$ cat src/rtl/cbit_lpbk_pkg.sv
package cbit_lpbk_pkg;
  typedef enum logic [1:0] {
    LM_MUX  = 2'd0,
    LM_E3   = 2'd1,
    LM_G747 = 2'd2,
    LM_RSVD = 2'd3
  } lpbk_mode_e;

  localparam int unsigned DEF_PORTS   = 28;
  localparam int unsigned DEF_WORD_W  = 16;
  localparam int unsigned DEF_RUN_LEN = 5;
endpackage

$ cat src/rtl/cbit_persist_filter.sv
module cbit_persist_filter #(
  parameter int unsigned RUN_LEN = 5,
  localparam int unsigned CNT_W  = $clog2(RUN_LEN + 1)
) (
  input  logic clk,
  input  logic rst_n,
  input  logic clr,
  input  logic frame_en,
  input  logic c1,
  input  logic c2,
  input  logic c3,
  output logic status
);
  logic [CNT_W-1:0] cnt_q, cnt_d;
  logic             stat_q, stat_d;
  logic             req_frame;

  assign req_frame = (c1 == c2) && (c3 != c1);

  always_comb begin
    cnt_d  = cnt_q;
    stat_d = stat_q;
    if (clr) begin
      cnt_d  = '0;
      stat_d = 1'b0;
    end else if (frame_en) begin
      if (req_frame == stat_q) begin
        cnt_d = '0;
      end else if (cnt_q == CNT_W'(RUN_LEN - 1)) begin
        cnt_d  = '0;
        stat_d = ~stat_q;
      end else begin
        cnt_d = cnt_q + 1'b1;
      end
    end
  end

  always_ff @(posedge clk or negedge rst_n) begin
    if (!rst_n) begin
      cnt_q  <= '0;
      stat_q <= 1'b0;
    end else begin
      cnt_q  <= cnt_d;
      stat_q <= stat_d;
    end
  end

  assign status = stat_q;
endmodule

$ cat src/rtl/cbit_status_pack.sv
module cbit_status_pack #(
  parameter int unsigned NPORTS = 28,
  parameter int unsigned WORD_W = 16,
  localparam int unsigned NWORDS = (NPORTS + WORD_W - 1) / WORD_W,
  localparam int unsigned SEL_W  = (NWORDS > 1) ? $clog2(NWORDS) : 1,
  localparam int unsigned PAD_W  = NWORDS * WORD_W
) (
  input  logic [NPORTS-1:0] stat_vec,
  input  logic              active,
  input  logic              irq_mask,
  input  logic [SEL_W-1:0]  rd_sel,
  output logic [WORD_W-1:0] rd_data,
  output logic              irq
);
  logic [PAD_W-1:0]  padded;
  logic [WORD_W-1:0] words [NWORDS];

  for (genvar b = 0; b < PAD_W; b++) begin : g_pad
    if (b < NPORTS) begin : g_live
      assign padded[b] = stat_vec[b] & active;
    end else begin : g_zero
      assign padded[b] = 1'b0;
    end
  end

  for (genvar w = 0; w < NWORDS; w++) begin : g_word
    assign words[w] = padded[w*WORD_W +: WORD_W];
  end

  always_comb begin
    rd_data = '0;
    for (int w = 0; w < NWORDS; w++) begin
      if (rd_sel == SEL_W'(w)) rd_data = words[w];
    end
  end

  assign irq = irq_mask & (|padded);
endmodule

$ cat src/rtl/cbit_lpbk_bank.sv
module cbit_lpbk_bank #(
  parameter int unsigned NPORTS  = cbit_lpbk_pkg::DEF_PORTS,
  parameter int unsigned WORD_W  = cbit_lpbk_pkg::DEF_WORD_W,
  parameter int unsigned RUN_LEN = cbit_lpbk_pkg::DEF_RUN_LEN,
  localparam int unsigned NWORDS = (NPORTS + WORD_W - 1) / WORD_W,
  localparam int unsigned SEL_W  = (NWORDS > 1) ? $clog2(NWORDS) : 1
) (
  input  logic              clk,
  input  logic              rst_n,
  input  logic [NPORTS-1:0] frame_stb,
  input  logic [NPORTS-1:0] c1,
  input  logic [NPORTS-1:0] c2,
  input  logic [NPORTS-1:0] c3,
  input  logic [1:0]        mode,
  input  logic              irq_mask,
  input  logic [SEL_W-1:0]  rd_sel,
  output logic [WORD_W-1:0] rd_data,
  output logic              irq
);
  import cbit_lpbk_pkg::*;

  logic [1:0]        mode_q, mode_d;
  logic              active;
  logic              clr_all;
  logic [NPORTS-1:0] stat_vec;

  assign active  = (mode == LM_MUX);
  assign clr_all = (mode != mode_q) || !active;
  assign mode_d  = mode;

  always_ff @(posedge clk or negedge rst_n) begin
    if (!rst_n) mode_q <= LM_MUX;
    else        mode_q <= mode_d;
  end

  for (genvar p = 0; p < NPORTS; p++) begin : g_port
    cbit_persist_filter #(.RUN_LEN(RUN_LEN)) u_filt (
      .clk      (clk),
      .rst_n    (rst_n),
      .clr      (clr_all),
      .frame_en (frame_stb[p]),
      .c1       (c1[p]),
      .c2       (c2[p]),
      .c3       (c3[p]),
      .status   (stat_vec[p])
    );
  end

  cbit_status_pack #(.NPORTS(NPORTS), .WORD_W(WORD_W)) u_pack (
    .stat_vec (stat_vec),
    .active   (active),
    .irq_mask (irq_mask),
    .rd_sel   (rd_sel),
    .rd_data  (rd_data),
    .irq      (irq)
  );
endmodule

$ cat config.mk
export PLATFORM = sky130hd
export DESIGN_NAME = cbit_lpbk_bank
export DESIGN_NICKNAME = d
export VERILOG_FILES = /design/src/rtl/cbit_lpbk_pkg.sv /design/src/rtl/cbit_persist_filter.sv /design/src/rtl/cbit_status_pack.sv /design/src/rtl/cbit_lpbk_bank.sv
export SDC_FILE = /design/constraint.sdc
export NUM_CORES = 1
export LEC_CHECK = 0
export BUFFER_PORTS_ARGS = -buffer_cell sky130_fd_sc_hd__clkbuf_2
export CAP_MARGIN = 20
export CORE_MARGIN = 2
export CORE_UTILIZATION = 51
export CTS_CLUSTER_DIAMETER = 80
export DETAILED_ROUTE_END_ITERATION = 12
export PLACE_DENSITY = 0.75
export SYNTH_ARGS = -nofsm -noshare
export SYNTH_HDL_FRONTEND = slang
export SYNTH_SLANG_ARGS = --single-unit
$ cat constraint.sdc
create_clock -name clk -period 1.76 [get_ports clk]
set_input_delay 0.352 -clock clk [delete_from_list [all_inputs] [get_ports clk]]
set_output_delay 0.352 -clock clk [all_outputs]
set_load 0.005 [all_outputs]
* Yosys cells after proc, flatten, opt, wreduce, memory -nomap -nowiden
Cells that the tools add are included.
Storage, ports and cells: word-level logic and storage cells 624, output and inout port bits 17, register bits 114
Cells by class: equality and inequality tests 141, reductions and logical operators 116, bitwise operators 57, add/sub/neg operators 28, muxes and demuxes 225
Operators with widths (number):
- 3-bit 2-to-1 mux | 112
- 1-bit 2-to-1 mux | 112
- 2-bit nonzero test | 56
- 3-bit by 1-bit adder with 3-bit output, second input constant | 28
- 3-bit == test, second input constant | 28
- 3-bit AND reduction | 28
- 1-bit == test | 56
- 2-bit inequality test, second input constant | 28
- 1-bit AND | 29
- 1-bit logical AND | 28
- 1-bit inequality test | 28
- 1-bit NOT | 28
- 28-bit OR reduction | 1
- 16-bit 2-to-1 mux | 1
- 2-bit zero test | 1
- 2-bit inequality test | 1
- 1-bit zero test | 1
- 1-bit logical OR | 1

* Longest topological paths before layout
word-level depth 6, gate-level depth with buffers 7, mapped depth without buffers 5

* Hierarchy
From an unflattened synthesis, not the netlist that was laid out.
Unflattened totals: cell total of the unflattened synthesis 773, area total of the unflattened synthesis 7820.0 µm²
Modules (own cells, without submodules):
- cbit_persist_filter | area each 265.3 µm², sequential area each 100.1 µm², times used 28, cells an instance 26
- cbit_status_pack | area each 331.6 µm², sequential area each 0.0 µm², times used 1, cells an instance 41
- cbit_lpbk_bank | area each 61.3 µm², sequential area each 50.0 µm², times used 1, cells an instance 4

* Worst setup path before layout
No wires, ideal clock.
kind reg-to-reg, start reg mode_q[0], end reg g_port[16].u_filt.stat_q, stages on the path, launching flop included 7, buffers on the path 4, period minus slack after synthesis 1.629 ns, library setup time 0.087 ns, path slack 0.131 ns, arrival 1.543 ns, data required time 1.673 ns, cell sequence dfrtp_1 > or4_1 > buf_2 > buf_6 > buf_6 > buf_6 > a211oi_2
On the way: word-level cells in the longest chain between the ends 4, elaborated cells on any way between the ends 7, those cells by class eq/ne (2); mux (1); reduce/logical (4)
Ends and longest elaborated chain:
- from (decl) | RTL line cbit_lpbk_bank.sv:22 | logic [1:0] mode_q, mode_d;
- from (signal assigned) | RTL line cbit_lpbk_bank.sv:33 | else mode_q <= mode_d;
- 2-bit inequality test * | RTL line cbit_lpbk_bank.sv:28 | assign clr_all = (mode != mode_q) || !active;
- 1-bit logical OR * | RTL line cbit_lpbk_bank.sv:28
- 2-bit inequality test (no line) or 2-bit nonzero test (tied branches)
- 3-bit AND reduction (no line)
- to (signal assigned) | RTL line cbit_persist_filter.sv:44 | stat_q <= stat_d;
- to (decl) | RTL line cbit_persist_filter.sv:15 | logic stat_q, stat_d;
Mark *: on every way between the ends. The rest lies on a longest branch, timed or not. A chain may end at the register's enable or synchronous reset.

* Worst setup path after layout
start reg g_port[0].u_filt.stat_q, end out irq
On the way: word-level cells in the longest chain between the ends 3
Ends and longest elaborated chain:
- from (decl) | RTL line cbit_persist_filter.sv:15
- from (signal assigned) | RTL line cbit_persist_filter.sv:44
- 1-bit AND | RTL line cbit_status_pack.sv:20 | assign padded[b] = stat_vec[b] & active;
- 28-bit OR reduction | RTL line cbit_status_pack.sv:37 | assign irq = irq_mask & (|padded);
- 1-bit AND | RTL line cbit_status_pack.sv:37
- to (decl) | RTL line cbit_lpbk_bank.sv:18 | output logic irq
No other way between the ends.

==> results.py <==
metrics = {
    "synthesis": {
        "yosysMostFrequentCell": "dfrtp_1",
        "yosys.area.top_type": "dfrtp_1",
        "yosysSeqAreaShare_pct": 39.2,
        "yosys_warnings": 0,
        "synth-xor-area-share_pct": 2.77,
        "syn-num-nets": 944,
        "synth-edff-count": 0,
        "synth-seq-cells": 114,
        "synth.avg_cell_area_um2": 9.46,
        "synth_fa_ha_area_share_pct": 9.62,
        "syn_area_um2": 7280,
        "synthFlopType": "dfrtp_1",
        "synth_compound_area_share_pct": 20.2,
        "netlist_instances": 770,
        "async_reset_ff_share_pct": 100,
        "yosys.area_share.simple_pct": 18.2,
        "synth_cell_types": 40,
        "synth_top_area_share_pct": 39.2,
        "muxShareOfSynthArea_pct": 4.12,
        "synth_top_family_by_area": "compound AO/OA/AOI/OAI gates",
        "synth.area.top_cells": "dfrtp_1 (39%), ha_1 (9.6%), o32ai_1 (5.5%), mux2i_1 (4.1%), nand2_1 (3.4%)",
        "synthTopCellsByCount": "dfrtp_1 (114), nand2_1 (66), inv_1 (60), ha_1 (56), nor2_1 (53)",
    },
    "global_routing": {
        "grt_usage_pct": 23.2,
        "grt_pass1_vias": 5959,
        "grt_max_degree": 54,
        "overflow": 0,
        "antenna_found_initial": 0,
        "grt_pass1_wl_um": 27500,
    },
    "timing": {
        "rsz0062_at_grt": "yes",
        "max_freq_mhz": 494,
        "period_share_pct": 115,
        "hold_viol": 0,
        "skew_ns": 0.0102,
        "tightest_slew_ns": 0.464,
        "fin_setup_tns_ns": -0.262,
        "max_slew_margin_pct": 69.1,
        "final_max_slew_viol_count": 0,
        "period_needed_ns": 2.02,
        "setup_viol": 1,
        "worst_slack_ns": -0.262,
    },
    "placed_design": {
        "gp_congestion": 0.820,
        "dp.cells": 1077,
        "io_buffers": 134,
        "dpl.hpwl_um": 12300,
    },
    "finish": {
        "final_net_count": 1094,
        "n_fill_cell": 1112,
        "antenna_cells": 0,
        "drive_above_1_share_pct": 26.4,
        "syn_to_final_growth_pct": 24.9,
        "multi_input_area_um2": 4130,
        "seq_area_um2": 2850,
        "layout.cells.non_filler": 1112,
    },
    "run": {
        "maxCapViolCount": 0,
    },
    "floorplan": {
        "die_h_um": 123,
        "start_util_pct": 52.3,
        "core_area_um2": 13900,
        "dieArea_um2": 15200,
        "die_w_um": 123,
        "rows": 43,
        "io_pins": 135,
    },
    "route": {
        "drt_pass1_iterations": 5,
        "vias": 6378,
        "route.detailed.drc": 0,
        "totalWireLength_um": 17300,
        "wire_per_inst_um": 15.6,
        "drtAntennaViolNets": 0,
        "vias_per_cell": 5.74,
        "drtIter0Drc": 436,
    },
    "setup_path": {
        "cp.arrival_ns": 1.67,
        "r2r-start": "mode_q[1]$_DFF_PN0_",
        "r2r_cells": 4,
        "critPathCaptureType": "output port",
        "reg2reg_slack_ns": 0.05,
        "critPathKind": "reg2out",
        "critPathLaunchType": "register",
        "cp_data_required_time_ns": 1.41,
        "crit_path_max_fanout": 4,
        "r2r-end": "g_port[16].u_filt.cnt_q[0]$_DFFE_PN0P_",
    },
    "min_path": {
        "hp-class": "in2reg",
        "hold_depth": 1,
        "hold_path_end": "mode_q[1]$_DFF_PN0_",
        "worstHoldStart": "mode[1]",
    },
    "clocking": {
        "clk_latency_ns": 0.41,
        "cts_made_buffers": 17,
        "clk_pin_slew_worst_paths_ns": 0.05,
        "clockBufferDepth": 2,
        "cts.root.buffer_cell": "clkbuf_16",
        "tritoncts": "built",
        "cts.htree.levels": 4,
        "cts_sinks": 114,
    },
    "pwr": {
        "powerDensity_nw_per_um2": 719,
        "ir_worst_vdd_uv": 683,
        "p_leak_nw": 4.30,
    },
    "run_status": {
        "violations": "setup timing",
        "status": "finished with violations",
    },
}
-- through the flow --
step	setup WS [ns]	power, W	util (%)	hold WS, ns	instance area, µm²
floorplan	0.131	0.00294	-	0.0564	7280
global placement	0.0345	0.00322	59.9	0.330	8340
detailed placement	-0.0348	0.00323	59.9	0.337	8340
CTS	-0.257	0.00656	64.4	0.0598	8970
global route	-0.339	0.00674	65.3	0.0724	9100
finish	-0.262	0.00654	65.3	0.0749	9100
-- worst max path at each step --
stage / startpoint / endpoint / slack, ns / cells past startpoint
2_1_floorplan: mode_q[0]$_DFF_PN0_ / g_port[16].u_filt.status$_DFFE_PN0P_ / 0.13 / 6
3_3_place_gp: mode[0] / g_port[9].u_filt.cnt_q[2]$_DFFE_PN0P_ / 0.03 / 6
3_5_place_dp: mode[0] / g_port[9].u_filt.cnt_q[2]$_DFFE_PN0P_ / -0.03 / 6
4_1_cts: g_port[1].u_filt.status$_DFFE_PN0P_ / irq / -0.26 / 6
5_1_grt: g_port[1].u_filt.status$_DFFE_PN0P_ / irq / -0.34 / 6
6_report: g_port[0].u_filt.status$_DFFE_PN0P_ / irq / -0.26 / 5
-- cell families after synthesis --
kind of cell / count (synthesis)
buffers and inverters: 102
flip-flops: 114
AND/OR/NAND/NOR: 263
adder cells (fa/ha/maj): 56
AO/OA/AOI/OAI: 182
XOR/XNOR: 23
multiplexers: 30
-- final cells by class --
class / count / share of cell area (%)
sequential: 114 / 31.4
inverter: 60 / 2.48
clock inverter: 4 / 0.495
clock buffer: 27 / 5.86
tap: 180 / 2.48
multi-input combinational: 554 / 45.4
timing repair buffer: 173 / 12.0
-- cell usage in the layout (no fill, tap or decap), types with 18 or more instances in the layout --
cell type  count
a21oi_1       36
buf_4         29
clkbuf_16     18
clkbuf_2     132
dfrtp_1      114
ha_1          56
inv_1         60
mux2i_1       25
nand2_1       66
nand2b_1      21
nand3_1       47
nand4_1       26
nor2_1        50
o211a_1       24
o22ai_1       18
o32ai_1       45
xnor2_1       18
-- state kept, by name, indices dropped and copies added (netlist names) --
name,cells
g_port.u_filt.status,28
mode_q,2
g_port.u_filt.cnt_q,84
-- metal layers --
metal	up-vias	wire length (µm)	GRT usage, %
met5	-	0	0
met4	0	157	6.32
met3	14	979	5.03
met2	175	8250	37.6
met1	3046	7950	31.4
li1	3143	-	-
-- report_power, final --
group | switching, W | internal (W)
Sequential | 0.00000477 | 0.00263
Clock | 0.00115 | 0.00219
Combinational | 0.000335 | 0.000229
Total | 0.00149 | 0.00505
-- worst max-delay path: stages, from the launching register on --
cell and delay (ns):
dfrtp_1 0.43, nor4_1 0.33, nand4_1 0.16, nor2_2 0.17
nor3b_1 0.07, clkbuf_2 0.11
-- timing repair --
action	CTS	global route
resized for setup	6	19
endpoints found under the hold margin	28	0
hold buffers	1	0
setup buffers	1	2
endpoints found under the setup margin	2	27
pin swaps	2	6
gates cloned	0	1
No activity file was read; power rests on OpenSTA's default activity.
